`src/rtl/mat_pkg.sv`:
```
package mat_pkg;
    typedef enum logic [2:0] {
        ST_IDLE,
        ST_WRITE,
        ST_READ,
        ST_DRAIN,
        ST_DONE
    } mat_state_e;
endpackage

```
`src/rtl/mat_pattern_gen.sv`:
```
// Data pattern generator: a counter that wraps at PAT_MOD, so its period is never a power of two.
module mat_pattern_gen #(
    parameter int DATA_W  = 8,
    parameter int PAT_MOD = 251
) (
    input  logic              clk,
    input  logic              rst_n,
    input  logic              clear_i,
    input  logic              step_i,
    output logic [DATA_W-1:0] value_o
);
    localparam logic [DATA_W-1:0] WRAP_AT = DATA_W'(PAT_MOD - 1);

    logic [DATA_W-1:0] value_q;

    always_ff @(posedge clk or negedge rst_n) begin
        if (!rst_n) begin
            value_q <= '0;
        end else if (clear_i) begin
            value_q <= '0;
        end else if (step_i) begin
            value_q <= (value_q == WRAP_AT) ? '0 : value_q + 1'b1;
        end
    end

    assign value_o = value_q;

    // the pattern value always stays below the modulus
    assert_pattern_below_mod_R2: assert property (@(posedge clk) disable iff (!rst_n)
        value_q <= WRAP_AT);
endmodule

```
`src/rtl/mat_addr_seq.sv`:
```
// Index sequencer: counts through the region and flags the last word.
module mat_addr_seq #(
    parameter int REGION_LEN = 256,
    parameter int IDX_W      = 8
) (
    input  logic             clk,
    input  logic             rst_n,
    input  logic             clear_i,
    input  logic             step_i,
    output logic [IDX_W-1:0] idx_o,
    output logic             last_o
);
    localparam logic [IDX_W-1:0] LAST_IDX = IDX_W'(REGION_LEN - 1);

    logic [IDX_W-1:0] idx_q;

    always_ff @(posedge clk or negedge rst_n) begin
        if (!rst_n) begin
            idx_q <= '0;
        end else if (clear_i) begin
            idx_q <= '0;
        end else if (step_i) begin
            idx_q <= (idx_q == LAST_IDX) ? '0 : idx_q + 1'b1;
        end
    end

    assign idx_o  = idx_q;
    assign last_o = (idx_q == LAST_IDX);

    // the index never runs past the end of the region
    assert_idx_in_region_R2: assert property (@(posedge clk) disable iff (!rst_n)
        idx_q <= LAST_IDX);
endmodule

```
`src/rtl/mat_fail_capture.sv`:
```
// Compares read data with the expected value and keeps the first mismatch only.
module mat_fail_capture #(
    parameter int ADDR_W = 8,
    parameter int DATA_W = 8
) (
    input  logic              clk,
    input  logic              rst_n,
    input  logic              clear_i,
    input  logic              check_i,
    input  logic [ADDR_W-1:0] addr_i,
    input  logic [DATA_W-1:0] exp_i,
    input  logic [DATA_W-1:0] act_i,
    output logic              mismatch_o,
    output logic              fail_o,
    output logic [ADDR_W-1:0] fail_addr_o,
    output logic [DATA_W-1:0] fail_exp_o,
    output logic [DATA_W-1:0] fail_act_o
);
    logic              fail_q;
    logic [ADDR_W-1:0] addr_q;
    logic [DATA_W-1:0] exp_q;
    logic [DATA_W-1:0] act_q;

    assign mismatch_o = check_i && (exp_i != act_i);

    always_ff @(posedge clk or negedge rst_n) begin
        if (!rst_n) begin
            fail_q <= 1'b0;
            addr_q <= '0;
            exp_q  <= '0;
            act_q  <= '0;
        end else if (clear_i) begin
            fail_q <= 1'b0;
            addr_q <= '0;
            exp_q  <= '0;
            act_q  <= '0;
        end else if (mismatch_o && !fail_q) begin
            fail_q <= 1'b1;
            addr_q <= addr_i;
            exp_q  <= exp_i;
            act_q  <= act_i;
        end
    end

    assign fail_o      = fail_q;
    assign fail_addr_o = addr_q;
    assign fail_exp_o  = exp_q;
    assign fail_act_o  = act_q;

    // once a failure is recorded, its record is kept until cleared
    assert_first_kept_R7: assert property (@(posedge clk) disable iff (!rst_n)
        (fail_q && !clear_i) |=> (fail_q && $stable(addr_q) && $stable(exp_q) && $stable(act_q)));
endmodule

```
`src/rtl/mem_alias_tester.sv`:
```
module mem_alias_tester
    import mat_pkg::*;
#(
    parameter int ADDR_W     = 8,
    parameter int DATA_W     = 8,
    parameter int BASE_ADDR  = 0,
    parameter int REGION_LEN = 256,
    parameter int PAT_MOD    = 251
) (
    input  logic              clk,
    input  logic              rst_n,
    input  logic              start_i,
    input  logic              stop_on_fail_i,
    output logic              mem_req_o,
    output logic              mem_we_o,
    output logic [ADDR_W-1:0] mem_addr_o,
    output logic [DATA_W-1:0] mem_wdata_o,
    input  logic [DATA_W-1:0] mem_rdata_i,
    output logic              done_o,
    output logic              fail_o,
    output logic [ADDR_W-1:0] fail_addr_o,
    output logic [DATA_W-1:0] fail_exp_o,
    output logic [DATA_W-1:0] fail_act_o
);
    localparam int IDX_W = (REGION_LEN > 1) ? $clog2(REGION_LEN) : 1;
    localparam logic [ADDR_W-1:0] BASE = ADDR_W'(BASE_ADDR);

    mat_state_e state_q, state_d;

    logic              start_acc;
    logic              seq_clear, seq_step, seq_last;
    logic [IDX_W-1:0]  idx;
    logic [DATA_W-1:0] pat;
    logic              rd_issue;
    logic              rd_vld_q;
    logic [ADDR_W-1:0] rd_addr_q;
    logic [DATA_W-1:0] rd_exp_q;
    logic              mismatch;
    logic              abort;

    // ---------------- sub-blocks ----------------
    mat_addr_seq #(.REGION_LEN(REGION_LEN), .IDX_W(IDX_W)) u_seq (
        .clk(clk), .rst_n(rst_n), .clear_i(seq_clear), .step_i(seq_step),
        .idx_o(idx), .last_o(seq_last)
    );

    mat_pattern_gen #(.DATA_W(DATA_W), .PAT_MOD(PAT_MOD)) u_pat (
        .clk(clk), .rst_n(rst_n), .clear_i(seq_clear), .step_i(seq_step),
        .value_o(pat)
    );

    mat_fail_capture #(.ADDR_W(ADDR_W), .DATA_W(DATA_W)) u_cap (
        .clk(clk), .rst_n(rst_n), .clear_i(start_acc), .check_i(rd_vld_q),
        .addr_i(rd_addr_q), .exp_i(rd_exp_q), .act_i(mem_rdata_i),
        .mismatch_o(mismatch), .fail_o(fail_o), .fail_addr_o(fail_addr_o),
        .fail_exp_o(fail_exp_o), .fail_act_o(fail_act_o)
    );

    // ---------------- state register ----------------
    always_ff @(posedge clk or negedge rst_n) begin
        if (!rst_n) state_q <= ST_IDLE;
        else        state_q <= state_d;
    end

    assign start_acc = start_i && ((state_q == ST_IDLE) || (state_q == ST_DONE));
    assign abort     = mismatch && stop_on_fail_i;

    // ---------------- next state ----------------
    always_comb begin
        state_d = state_q;
        unique case (state_q)
            ST_IDLE:  if (start_acc) state_d = ST_WRITE;
            ST_WRITE: if (seq_last)  state_d = ST_READ;
            ST_READ: begin
                if (abort)         state_d = ST_DONE;
                else if (seq_last) state_d = ST_DRAIN;
            end
            ST_DRAIN: state_d = ST_DONE;
            ST_DONE:  if (start_acc) state_d = ST_WRITE;
            default:  state_d = ST_IDLE;
        endcase
    end

    // ---------------- outputs and sequencer control ----------------
    always_comb begin
        mem_req_o = 1'b0;
        mem_we_o  = 1'b0;
        seq_step  = 1'b0;
        seq_clear = start_acc;
        rd_issue  = 1'b0;
        done_o    = 1'b0;
        unique case (state_q)
            ST_IDLE: ;
            ST_WRITE: begin
                mem_req_o = 1'b1;
                mem_we_o  = 1'b1;
                seq_step  = 1'b1;
                if (seq_last) seq_clear = 1'b1;
            end
            ST_READ: begin
                mem_req_o = 1'b1;
                seq_step  = 1'b1;
                rd_issue  = 1'b1;
            end
            ST_DRAIN: ;
            ST_DONE:  done_o = 1'b1;
            default: ;
        endcase
    end

    assign mem_addr_o  = BASE + ADDR_W'(idx);
    assign mem_wdata_o = pat;

    // read pipeline: expected value and address travel with the one-cycle read latency
    always_ff @(posedge clk or negedge rst_n) begin
        if (!rst_n) begin
            rd_vld_q  <= 1'b0;
            rd_addr_q <= '0;
            rd_exp_q  <= '0;
        end else begin
            rd_vld_q  <= rd_issue && !abort;
            rd_addr_q <= mem_addr_o;
            rd_exp_q  <= pat;
        end
    end

    // ---------------- assertions ----------------
    // all accesses fall inside the region
    assert_addr_in_region_R2: assert property (@(posedge clk) disable iff (!rst_n)
        mem_req_o |-> ((32'(mem_addr_o) - 32'(BASE_ADDR)) < 32'(REGION_LEN)));

    // a finished run issues no memory traffic
    assert_done_quiet_R9: assert property (@(posedge clk) disable iff (!rst_n)
        done_o |-> !mem_req_o);

    // done holds until a start is accepted
    assert_done_holds_R9: assert property (@(posedge clk) disable iff (!rst_n)
        (done_o && !start_i) |=> done_o);

    // fail is sticky until the next accepted start
    assert_fail_sticky_R7: assert property (@(posedge clk) disable iff (!rst_n)
        (fail_o && !start_acc) |=> fail_o);

    // with stop-on-fail, a mismatch ends the run on the next cycle
    assert_stop_on_fail_R8: assert property (@(posedge clk) disable iff (!rst_n)
        (mismatch && stop_on_fail_i) |=> done_o);
endmodule

```
`config.mk`:
```
export PLATFORM = sky130hd
export DESIGN_NAME = mem_alias_tester
export DESIGN_NICKNAME = d
export VERILOG_FILES = /design/src/rtl/mat_pkg.sv /design/src/rtl/mat_pattern_gen.sv /design/src/rtl/mat_addr_seq.sv /design/src/rtl/mat_fail_capture.sv /design/src/rtl/mem_alias_tester.sv
export SDC_FILE = /design/constraint.sdc
export NUM_CORES = 1
export LEC_CHECK = 0
export ABC_AREA = 0
export BUFFER_PORTS_ARGS = -buffer_cell sky130_fd_sc_hd__buf_2
export CAP_MARGIN = 20
export CORE_MARGIN = 2
export CORE_UTILIZATION = 49
export CTS_CLUSTER_DIAMETER = 200
export DETAILED_ROUTE_END_ITERATION = 12
export MAX_ROUTING_LAYER = met4
export PLACE_DENSITY_LB_ADDON = 0.05
export SLEW_MARGIN = 20
export SYNTH_ARGS = -nofsm -noshare
export SYNTH_HDL_FRONTEND = slang
export SYNTH_SLANG_ARGS = --single-unit
```
`constraint.sdc`:
```
create_clock -name clk -period 1.75 [get_ports clk]
set_clock_uncertainty 0.1 [all_clocks]
set_input_delay 0.175 -clock clk [delete_from_list [all_inputs] [get_ports clk]]
set_output_delay 0.175 -clock clk [all_outputs]
set_load 0.05 [all_outputs]
```
======== Word-level counts from Yosys, hierarchy flattened ========
Index checks and enable logic that the tools add are counted.
storage, ports and cells
  bits in registers ....................... 61
  bits in latches ......................... 0
  bits in writable memories ............... 0
  memory bits (read-only) ................. 0
  bits of input ports ..................... 12
  output and inout bits ................... 44
  word-level logic and storage cells ...... 61
  memories ................................ 0
cells by class
  $add $sub $neg .......................... 2
  multipliers ............................. 0
  divide/modulo/power cells ............... 0
  magnitude comparators ................... 0
  equal/unequal tests ..................... 10
  shifts and indexed selects .............. 0
  multiplexer cells ....................... 25
  bitwise operators ....................... 0
  reduce and logical (&&, ||, !) cells .... 14
operators with widths
  cell                 count
  $mux 8               12
  $add 8x1->8 const B  2
  $eq 8x8->1 const B   2
  $mux 3               4
  $pmux 3 s4           1
  $mux 1               8
  $ne 8x8->1           1
  $eq 3x2->1 const B   2
  $logic_and 1x1->1    5
  $reduce_bool 2->1    2
  $reduce_or 2->1      2
  $eq 3x1->1 const B   1
  $eq 3x3->1 const B   1
  $logic_not 3->1      1
  $ne 3x3->1 const B   1
  $reduce_and 3->1     1
  $logic_not 1->1      2
  $ne 2x1->1 const B   1
  $ne 2x2->1 const B   1
  $logic_or 1x1->1     1

======== Longest topological paths before layout ========
Gate-level depths: netlist of the first run.
  depth after elaboration ................. 6
  depth in mapped cells ................... 7

======== By module ========
A second synthesis of the first run with hierarchy kept.
second synthesis, totals
  cells, all modules ...................... 251
  area, all modules ....................... 2855.2 um2
modules (own cells, without submodules)
  module            times used  cells an instance  area an instance (um2)  sequential area each (um2)
  mat_fail_capture  1           118                1337.5                  625.6
  mem_alias_tester  1           36                 604.3                   500.5
  mat_pattern_gen   1           51                 479.2                   200.2
  mat_addr_seq      1           46                 434.2                   200.2

======== Worst setup path before layout of the first run ========
No wires, ideal clock.
  path kind ............................... reg-to-reg
  from .................................... register state_q[0]
  to ...................................... register state_q[2]
  setup time .............................. 63 ps
  data arrival time ....................... 2129 ps
  data required time ...................... 1587 ps
  setup slack ............................. -542 ps
  cell stages (with the launch flop) ...... 5
  buffers on the path ..................... 1
  period minus slack after synthesis ...... 2292 ps
  path through ............................ dfrtp_1 buf_6 nor3_1 a22oi_1 a21bo_2
between the ends
  cells in the longest elaborated chain, start to end .. 5
  elaborated cells between the ends (all ways) .. 13
  those cells by class .................... eq/ne (7); mux (1); reduce/logical (5)
ends and longest elaborated chain
  element                                        RTL line                                        source
  start, declared                                mem_alias_tester.sv:28                          mat_state_e state_q, state_d;
  start signal, assigned                         mem_alias_tester.sv:62                          else state_q <= state_d;
  $eq 3x3->1 or $logic_not 3->1 (tied branches)  mem_alias_tester.sv:65, mem_alias_tester.sv:71
  $logic_or 1x1->1                               mem_alias_tester.sv:65                          assign start_acc = start_i && ((state_q == ST_IDLE) || (state_q == ST_DONE));
  $logic_and 1x1->1                              mem_alias_tester.sv:65
  $ne 2x1->1 (no source line)                    -
  $reduce_and 3->1 (no source line)              -
Parallel ways exist; a longest one is shown, timed or not.
A chain may end at the register's enable or synchronous reset.

======== Worst setup path after layout of the first run ========
  from .................................... register state_q[0]
  to ...................................... register u_pat.value_q[3] (netlist: u_pat.value_o[3])
between the ends
  cells in the longest elaborated chain, start to end .. 6
  elaborated cells between the ends (all ways) .. 12
  those cells by class .................... eq/ne (3); mux (4); reduce/logical (5)
ends and longest elaborated chain
  element                                        RTL line                source
  $eq 3x3->1 or $logic_not 3->1 (tied branches)  mem_alias_tester.sv:65
  $logic_or 1x1->1                               mem_alias_tester.sv:65
  $logic_and 1x1->1                              mem_alias_tester.sv:65
  $mux 1                                         mem_alias_tester.sv:98  if (seq_last) seq_clear = 1'b1;
  $mux 1                                         mem_alias_tester.sv:92  unique case (state_q)
  $mux 8 or $reduce_bool 2->1 (tied branches)    -
  end signal, assigned                           mat_pattern_gen.sv:22   value_q <= (value_q == WRAP_AT) ? '0 : value_q + 1'b1;
  end, declared                                  mat_pattern_gen.sv:14   logic [DATA_W-1:0] value_q;
Parallel ways exist; a longest one is shown, timed or not.

==> run_results.csv, run 1 <==
group,metric,value,unit
timing,setup_ws,-0.03071,ns
floorplan,chipHeight,79.58,um
pwr,p_int,3.150,mW
clock_tree,cts_root_buf,"clkbuf_8",
worst_setup_path,worstSetupEndpointType,"flop",
synth,syn_nets,279,
clock_tree,cts-htree-levels,3,
synth,synth_adder_area_share,1.341,%
drt,dr_total_vias,2302,
status,violations,"negative setup slack",
clock_tree,clkSinkCount,61,
worst_setup_path,path_class,"flop to flop",
worst_setup_path,cp.required,1.90,ns
timing,finalHoldViolCount,0,
synth,syn_inst,264,
synth,yosysUniqueCellTypes,46,
drt,drtIter0Drc,140,
timing,final.setup.tns,-0.03071,ns
timing,slew_headroom,69.88,%
clock_tree,numCtsBuffers,9,
worst_setup_path,slowest_delay,0.45,ns
pwr,p_leak,1.824,nW
grt,grt_max_degree,50,
worst_setup_path,crit_top_cell,"buf_6",
timing,rsz0062_at_grt,"true",
final_layout,fin_area,3806,um^2
worst_setup_path,path_max_fanout,4,
pwr,total_power,5.133,mW
floorplan,start_util,50.83,%
grt,gr-total-overflow,0,
floorplan,core,5507,um^2
grt,grt_use_total,22.65,%
placement,port_buffers,55,
synth,synthXorXnorAreaFrac,4.738,%
synth,synth-compound-area-share,9.119,%
placement,gp_congestion,0.8218,
floorplan,die-area,6333,um^2
synth,synth-simple-area-share,18.19,%
synth,syn-cell-area,2799,um^2
timing,finalMaxSlewViolations,0,
timing,finalSetupViolations,1,
grt,grt_first_pass_wirelength,10630,um
worst_setup_path,critPathTopFamily,"simple AND/OR/NAND/NOR gates",
drt,routed_wl,6825,um
timing,fmax,561.6,MHz
worst_setup_path,crit_chain,"buf_6 > buf_6 > nor3b_4 > a21oi_2 > or3_1 > o22ai_1",
final_layout,drive_above_1_share,36.59,%
final_layout,final_nets,368,
floorplan,fp-row-count,27,
hold_path,hold_path.class,"input port to flop",
pwr,irDropWorstVdd,1052,uV
worst_setup_path,critPathSlowestCell,"dfrtp_2",
pwr,p_comb_share,38.1,%
drt,detail_route.vias_per_cell,5.353,
final_layout,area_growth,35.99,%
drt,drtPass1Iterations,4,
synth,synth_area_leaders,"dfrtp_1 (55%), mux2i_1 (8.6%), nand2_1 (8.0%)",
synth,synth_top_cell_by_area,"dfrtp_1",
synth,yosysWarnings,0,
timing,worst_slew_pin_slew,0.4485,ns
final_layout,num_antenna_cells,0,
clock_tree,clkLatencyLatePin,0.34,ns
status,outcome,"finished, violations left",
synth,synth_top_family_by_area,"simple AND/OR/NAND/NOR gates",
worst_setup_path,start_kind,"flop",
worst_setup_path,crit_arrival,1.93,ns
clock_tree,cts_tree,"yes",
synth,synth_edf_count,0,
pwr,p_seq_share,37.0,%
synth,ys_seq_area_share,54.54,%
drt,wl_per_cell,15.87,um
final_layout,fin_cells,430,
clock_tree,cts.path.max_buffers,2,
final_layout,post-route-util,69.12,%
timing,hold_slack,0.01458,ns
timing,min_period,1.781,ns
synth,ys_ff_latch,61,
worst_setup_path,critPathBufInv,2,
grt,antenna_found_initial,0,
floorplan,ioPinCount,56,
clock_tree,path_clk_slew,0.07,ns
pwr,switching_power,1.983,mW
pwr,switching_share,38.63,%
placement,dp_hpwl,4402,um
drt,postRouteAntennaNets,0,
job,cap_violations,0,
placement,placed_cell_area,3378,um^2
synth,ys_async_sr_fraction,100.0,%
floorplan,fp.dieW,79.58,um
synth,synth_top_area_share,54.54,%
pwr,power_density,1349,nW/um^2
synth,synthFlopType,"dfrtp_1",
synth,syn_avg_cell_area,10.60,um^2
synth,synthMuxAreaShare,8.583,%
drt,drc_errors,0,
pwr,pwr-share-clk,24.9,%
placement,dp.cells,404,
placement,dpl_worst_slack,0.04633,ns
grt,first_global_vias,2285,
timing,fin_crit_sh,101.8,%
worst reg2reg max path: stages, from the launching register on:
cell     delay (ns)
dfrtp_2        0.45
buf_6          0.14
buf_6          0.11
nor3b_4        0.25
a21oi_2        0.08
or3_1          0.38
o22ai_1        0.18
path summary, 6_finish.rpt:
check	start	end	slack (ns)	cells after the start
max reg2reg	state_q[0]	u_pat.value_o[3]	-0.03	6
max in group asynchronous	rst_n	u_pat.value_o[1]	0.75	3
max	state_q[0]	u_pat.value_o[3]	-0.03	6
min reg2reg	u_pat.value_o[7]	rd_exp_q[7]	0.37	0
min in group asynchronous	rst_n	u_cap.fail_addr_o[0]	0.21	2
min	mem_rdata_i[7]	u_cap.fail_act_o[7]	0.01	3
cells by family after synthesis:
group	count (synthesis)
buffers and inverters	22
DFF	61
muxes	24
xor gates and xnor gates	13
and+or+nand+nor	103
AOI/OAI and AO/OA	38
adders and majority gates	3
area by class of cell:
cell class,instances,area [um^2]
clock buffer,12,155.1
fill,417,1700
timing repair buffer,92,681.9
multi-input combinational,181,1260
tap,72,90.09
clock inverter,4,47.55
sequential,61,1539
inverter,8,32.53
registers in the layout, indices dropped and copies added (netlist names):
name and cells:
u_cap.fail_o 1, state_q 3, u_cap.fail_addr_o 8, u_cap.fail_act_o 8
u_seq.idx_o 8, u_pat.value_o 8, rd_addr_q 8, rd_exp_q 8
u_cap.fail_exp_o 8, rd_vld_q 1
timing repair:
item	in CTS	in global routing
setup endpoints to repair	3	35
hold buffers	6	0
resized for setup	7	17
cloned	0	3
buffers inserted	4	1
hold endpoints to repair	21	0
pin swaps	1	10
cell usage in the layout (no fill, tap or decap), drive strengths merged, types with 2 or more instances in the layout:
| master | synthesis | routed |
|---|---|---|
| o22ai | 4 | 4 |
| and4 | 3 | 3 |
| clkinv | 0 | 2 |
| a31oi | 8 | 8 |
| or3 | 4 | 4 |
| dfrtp | 61 | 61 |
| nor3 | 3 | 3 |
| nor2 | 5 | 5 |
| ha | 3 | 3 |
| o211a | 2 | 2 |
| inv | 8 | 8 |
| o31ai | 2 | 2 |
| o21ai | 6 | 6 |
| buf | 5 | 84 |
| nor4 | 2 | 2 |
| clkbuf | 9 | 14 |
| dlygate4sd3 | 0 | 5 |
| xor2 | 2 | 2 |
| nand2 | 61 | 61 |
| xnor2 | 11 | 11 |
| a21oi | 8 | 8 |
| and3 | 3 | 3 |
| nand3 | 10 | 10 |
| nor3b | 2 | 2 |
| mux2i | 24 | 24 |
| nand4 | 3 | 3 |
routing by layer:
layer  wire length [um]  part of all wire, %  track usage, %
met4                162                  2.4           10.34
met5                  0                    0               -
met3                420                  6.2           3.507
met2               3304                   48           36.64
met1               2937                   43           28.20
power groups by stage:
stage | Combinational [mW] | Sequential (mW) | Clock [mW]
2_1_floorplan | 0.601 | 2.49 | 0
5_1_grt | 2.10 | 1.93 | 1.36
4_1_cts | 1.90 | 1.89 | 1.31
3_3_place_gp | 1.85 | 1.90 | 0
3_5_place_dp | 1.85 | 1.91 | 0
6_report | 1.96 | 1.90 | 1.28
Yosys cell counts, drive strengths merged, types with 2 or more instances:
library cell and number:
xor2 2, a21oi 8, o31ai 2, o22ai 4, nor3b 2, nand2 61
mux2i 24, nand3 10, xnor2 11, nor4 2, ha 3, inv 8
or3 4, a31oi 8, and4 3, dfrtp 61, o211a 2, and3 3
nor2 5, o21ai 6, nor3 3, clkbuf 9, buf 5, nand4 3
No activity file was read; power rests on OpenSTA's default activity.
==> run 2, diff against run 1 <==
--- a/config.mk
+++ b/config.mk
@@ -14,6 +14,7 @@
 export DETAILED_ROUTE_END_ITERATION = 12
 export MAX_ROUTING_LAYER = met4
 export PLACE_DENSITY_LB_ADDON = 0.05
+export SETUP_SLACK_MARGIN = 0.1
 export SLEW_MARGIN = 20
 export SYNTH_ARGS = -nofsm -noshare
 export SYNTH_HDL_FRONTEND = slang
==> run 2 against run 1 <==
The run still ends with negative setup slack left; via count up 6.0%; setup slack got worse by 0.016 ns; wire length rose by 13%; combinational power rose by 9.7%; critical path depth stayed put; register-to-register slack worse by 0.02 ns; highest routed layer unchanged; sequential share of layout area shrank 3.7 points; design area is 10% higher; core utilization up 7.1 points; global-route usage is 0.47 points higher; largest cell class unchanged.
==> run_results.csv, run 2 (synthesized netlist as in run 1, its figures left out) <==
group,metric,value,unit
status,outcome,"finished, violations left",
status,violations,"negative setup slack",
worst_setup_path,path_class,"flop to flop",
floorplan,chipHeight,79.58,um
worst_setup_path,crit_arrival,1.90,ns
pwr,p_seq_share,37.4,%
drt,drtPass1Iterations,4,
grt,grt_max_degree,62,
final_layout,final_cell_mix,"buf_2 (52), dfrtp_1 (50), buf_4 (29)",
clock_tree,clkLatencyLatePin,0.33,ns
pwr,switching_share,41.19,%
final_layout,final_nets,383,
timing,slew_headroom,62.55,%
pwr,pwr-share-clk,21.3,%
floorplan,fp.dieW,79.58,um
hold_path,hold_path.class,"input port to flop",
drt,dr_total_vias,2441,
grt,grt_use_total,23.12,%
worst_setup_path,crit_chain,"buf_6 > buf_6 > or3_4 > clkbuf_16 > nand2_4 > mux2i_1",
clock_tree,cts.path.max_buffers,2,
timing,fin_crit_sh,102.7,%
floorplan,fp-row-count,27,
timing,finalMaxSlewViolations,0,
pwr,switching_power,2.151,mW
worst_setup_path,cp.required,1.85,ns
pwr,p_int,3.071,mW
placement,placed_cell_area,3438,um^2
timing,fmax,556.5,MHz
timing,worst_slew_pin_slew,0.5577,ns
worst_setup_path,worstSetupEndpointType,"flop",
clock_tree,cts-htree-levels,3,
drt,drc_errors,0,
worst_setup_path,critPathBufInv,3,
final_layout,final_common_cell,"buf_2",
floorplan,core,5507,um^2
clock_tree,cts_root_buf,"clkbuf_8",
floorplan,die-area,6333,um^2
pwr,irDropWorstVdd,968.9,uV
final_layout,area_growth,49.93,%
drt,wl_per_cell,17.32,um
worst_setup_path,worst_r2r_endpoint,"u_cap.fail_act_o[2]",
drt,detail_route.vias_per_cell,5.485,
timing,final.setup.tns,-0.2212,ns
hold_path,hold_path.startpoint,"mem_rdata_i[6]",
timing,setup_ws,-0.04703,ns
worst_setup_path,start_kind,"flop",
worst_setup_path,critPathTopFamily,"simple AND/OR/NAND/NOR gates",
worst_setup_path,critPathSlowestCell,"dfrtp_2",
clock_tree,cts_tree,"yes",
drt,drtIter0Drc,98,
grt,antenna_found_initial,0,
final_layout,drive_above_1_share,49.60,%
hold_path,whs_path_depth,3,
floorplan,ioPinCount,56,
clock_tree,clkSinkCount,61,
timing,min_period,1.797,ns
pwr,total_power,5.223,mW
timing,hold_slack,0.01916,ns
grt,grt_first_pass_wirelength,10960,um
worst_setup_path,path_max_fanout,6,
timing,finalSetupViolations,16,
pwr,p_leak,1.945,nW
timing,finalHoldViolCount,0,
drt,routed_wl,7706,um
grt,first_global_vias,2296,
floorplan,start_util,50.83,%
final_layout,num_antenna_cells,0,
timing,rsz0062_at_grt,"true",
hold_path,holdPathEnd,"u_cap.fail_act_o[6]",
worst_setup_path,r2r-start,"state_q[0]",
placement,dpl_worst_slack,0.04659,ns
final_layout,fin_cells,445,
worst_setup_path,crit_top_cell,"buf_6",
final_layout,post-route-util,76.21,%
worst_setup_path,reg2regPathDepth,6,
pwr,p_comb_share,41.3,%
worst_setup_path,slowest_delay,0.48,ns
final_layout,fin_area,4197,um^2
grt,gr-total-overflow,0,
placement,port_buffers,55,
clock_tree,numCtsBuffers,9,
drt,postRouteAntennaNets,0,
clock_tree,path_clk_slew,0.07,ns
placement,gp_congestion,0.8593,
worst_setup_path,r2r_slack,-0.05,ns
pwr,power_density,1245,nW/um^2
job,cap_violations,0,
placement,dp_hpwl,4321,um
placement,dp.cells,406,
-- run 2: routing by layer --
layer | vias up | global-route usage (%) | part of all wire [%]
met2 | 59 | 33.95 | 48
met3 | 15 | 4.299 | 3.3
met4 | 0 | 9.828 | 1.7
met5 | - | - | 0
li1 | 1132 | - | -
met1 | 1235 | 31.69 | 47
-- run 2: cell type report --
| type | count | area, um^2 |
|---|---|---|
| sequential | 61 | 1543 |
| timing repair buffer | 106 | 862.1 |
| tap | 72 | 90.09 |
| multi-input combinational | 182 | 1491 |
| fill | 364 | 1310 |
| clock buffer | 9 | 123.9 |
| inverter | 8 | 33.78 |
| clock inverter | 7 | 52.55 |
-- run 2: timing repair --
item / 4_1_cts / 5_1_grt
buffers inserted: 4 / 5
hold buffers: 6 / 0
cloned: 1 / 7
hold endpoints to repair: 66 / 0
pin swaps: 1 / 37
endpoints found under the setup margin: 33 / 40
resized for setup: 16 / 65
-- run 2: power groups by stage --
stage          logic (mW)  clock network [mW]  registers, mW
6_report             2.15                1.11           1.95
5_1_grt              2.31                1.20           1.99
4_1_cts              1.90                1.12           1.92
3_5_place_dp         1.82                   0           1.95
3_3_place_gp         1.82                   0           1.94
2_1_floorplan       0.625                   0           2.51
-- run 2: worst register-to-register path, stage by stage (launching register included) --
cell	delay (ns)
dfrtp_2	0.48
buf_6	0.16
buf_6	0.12
or3_4	0.46
clkbuf_16	0.21
nand2_4	0.06
mux2i_1	0.08
-- run 2: how the worst max path moves through the flow --
stage	startpoint	endpoint	slack, ns	depth (start not counted)
after floorplan	state_q[0]	u_pat.value_o[4]	-0.12	6
after global placement	state_q[0]	u_pat.value_o[4]	0.09	5
after detailed placement	state_q[0]	u_pat.value_o[4]	0.05	5
after CTS	state_q[1]	mem_req_o	-0.03	6
after global routing	state_q[0]	u_cap.fail_act_o[2]	-0.07	6
final	state_q[0]	u_cap.fail_act_o[2]	-0.05	6
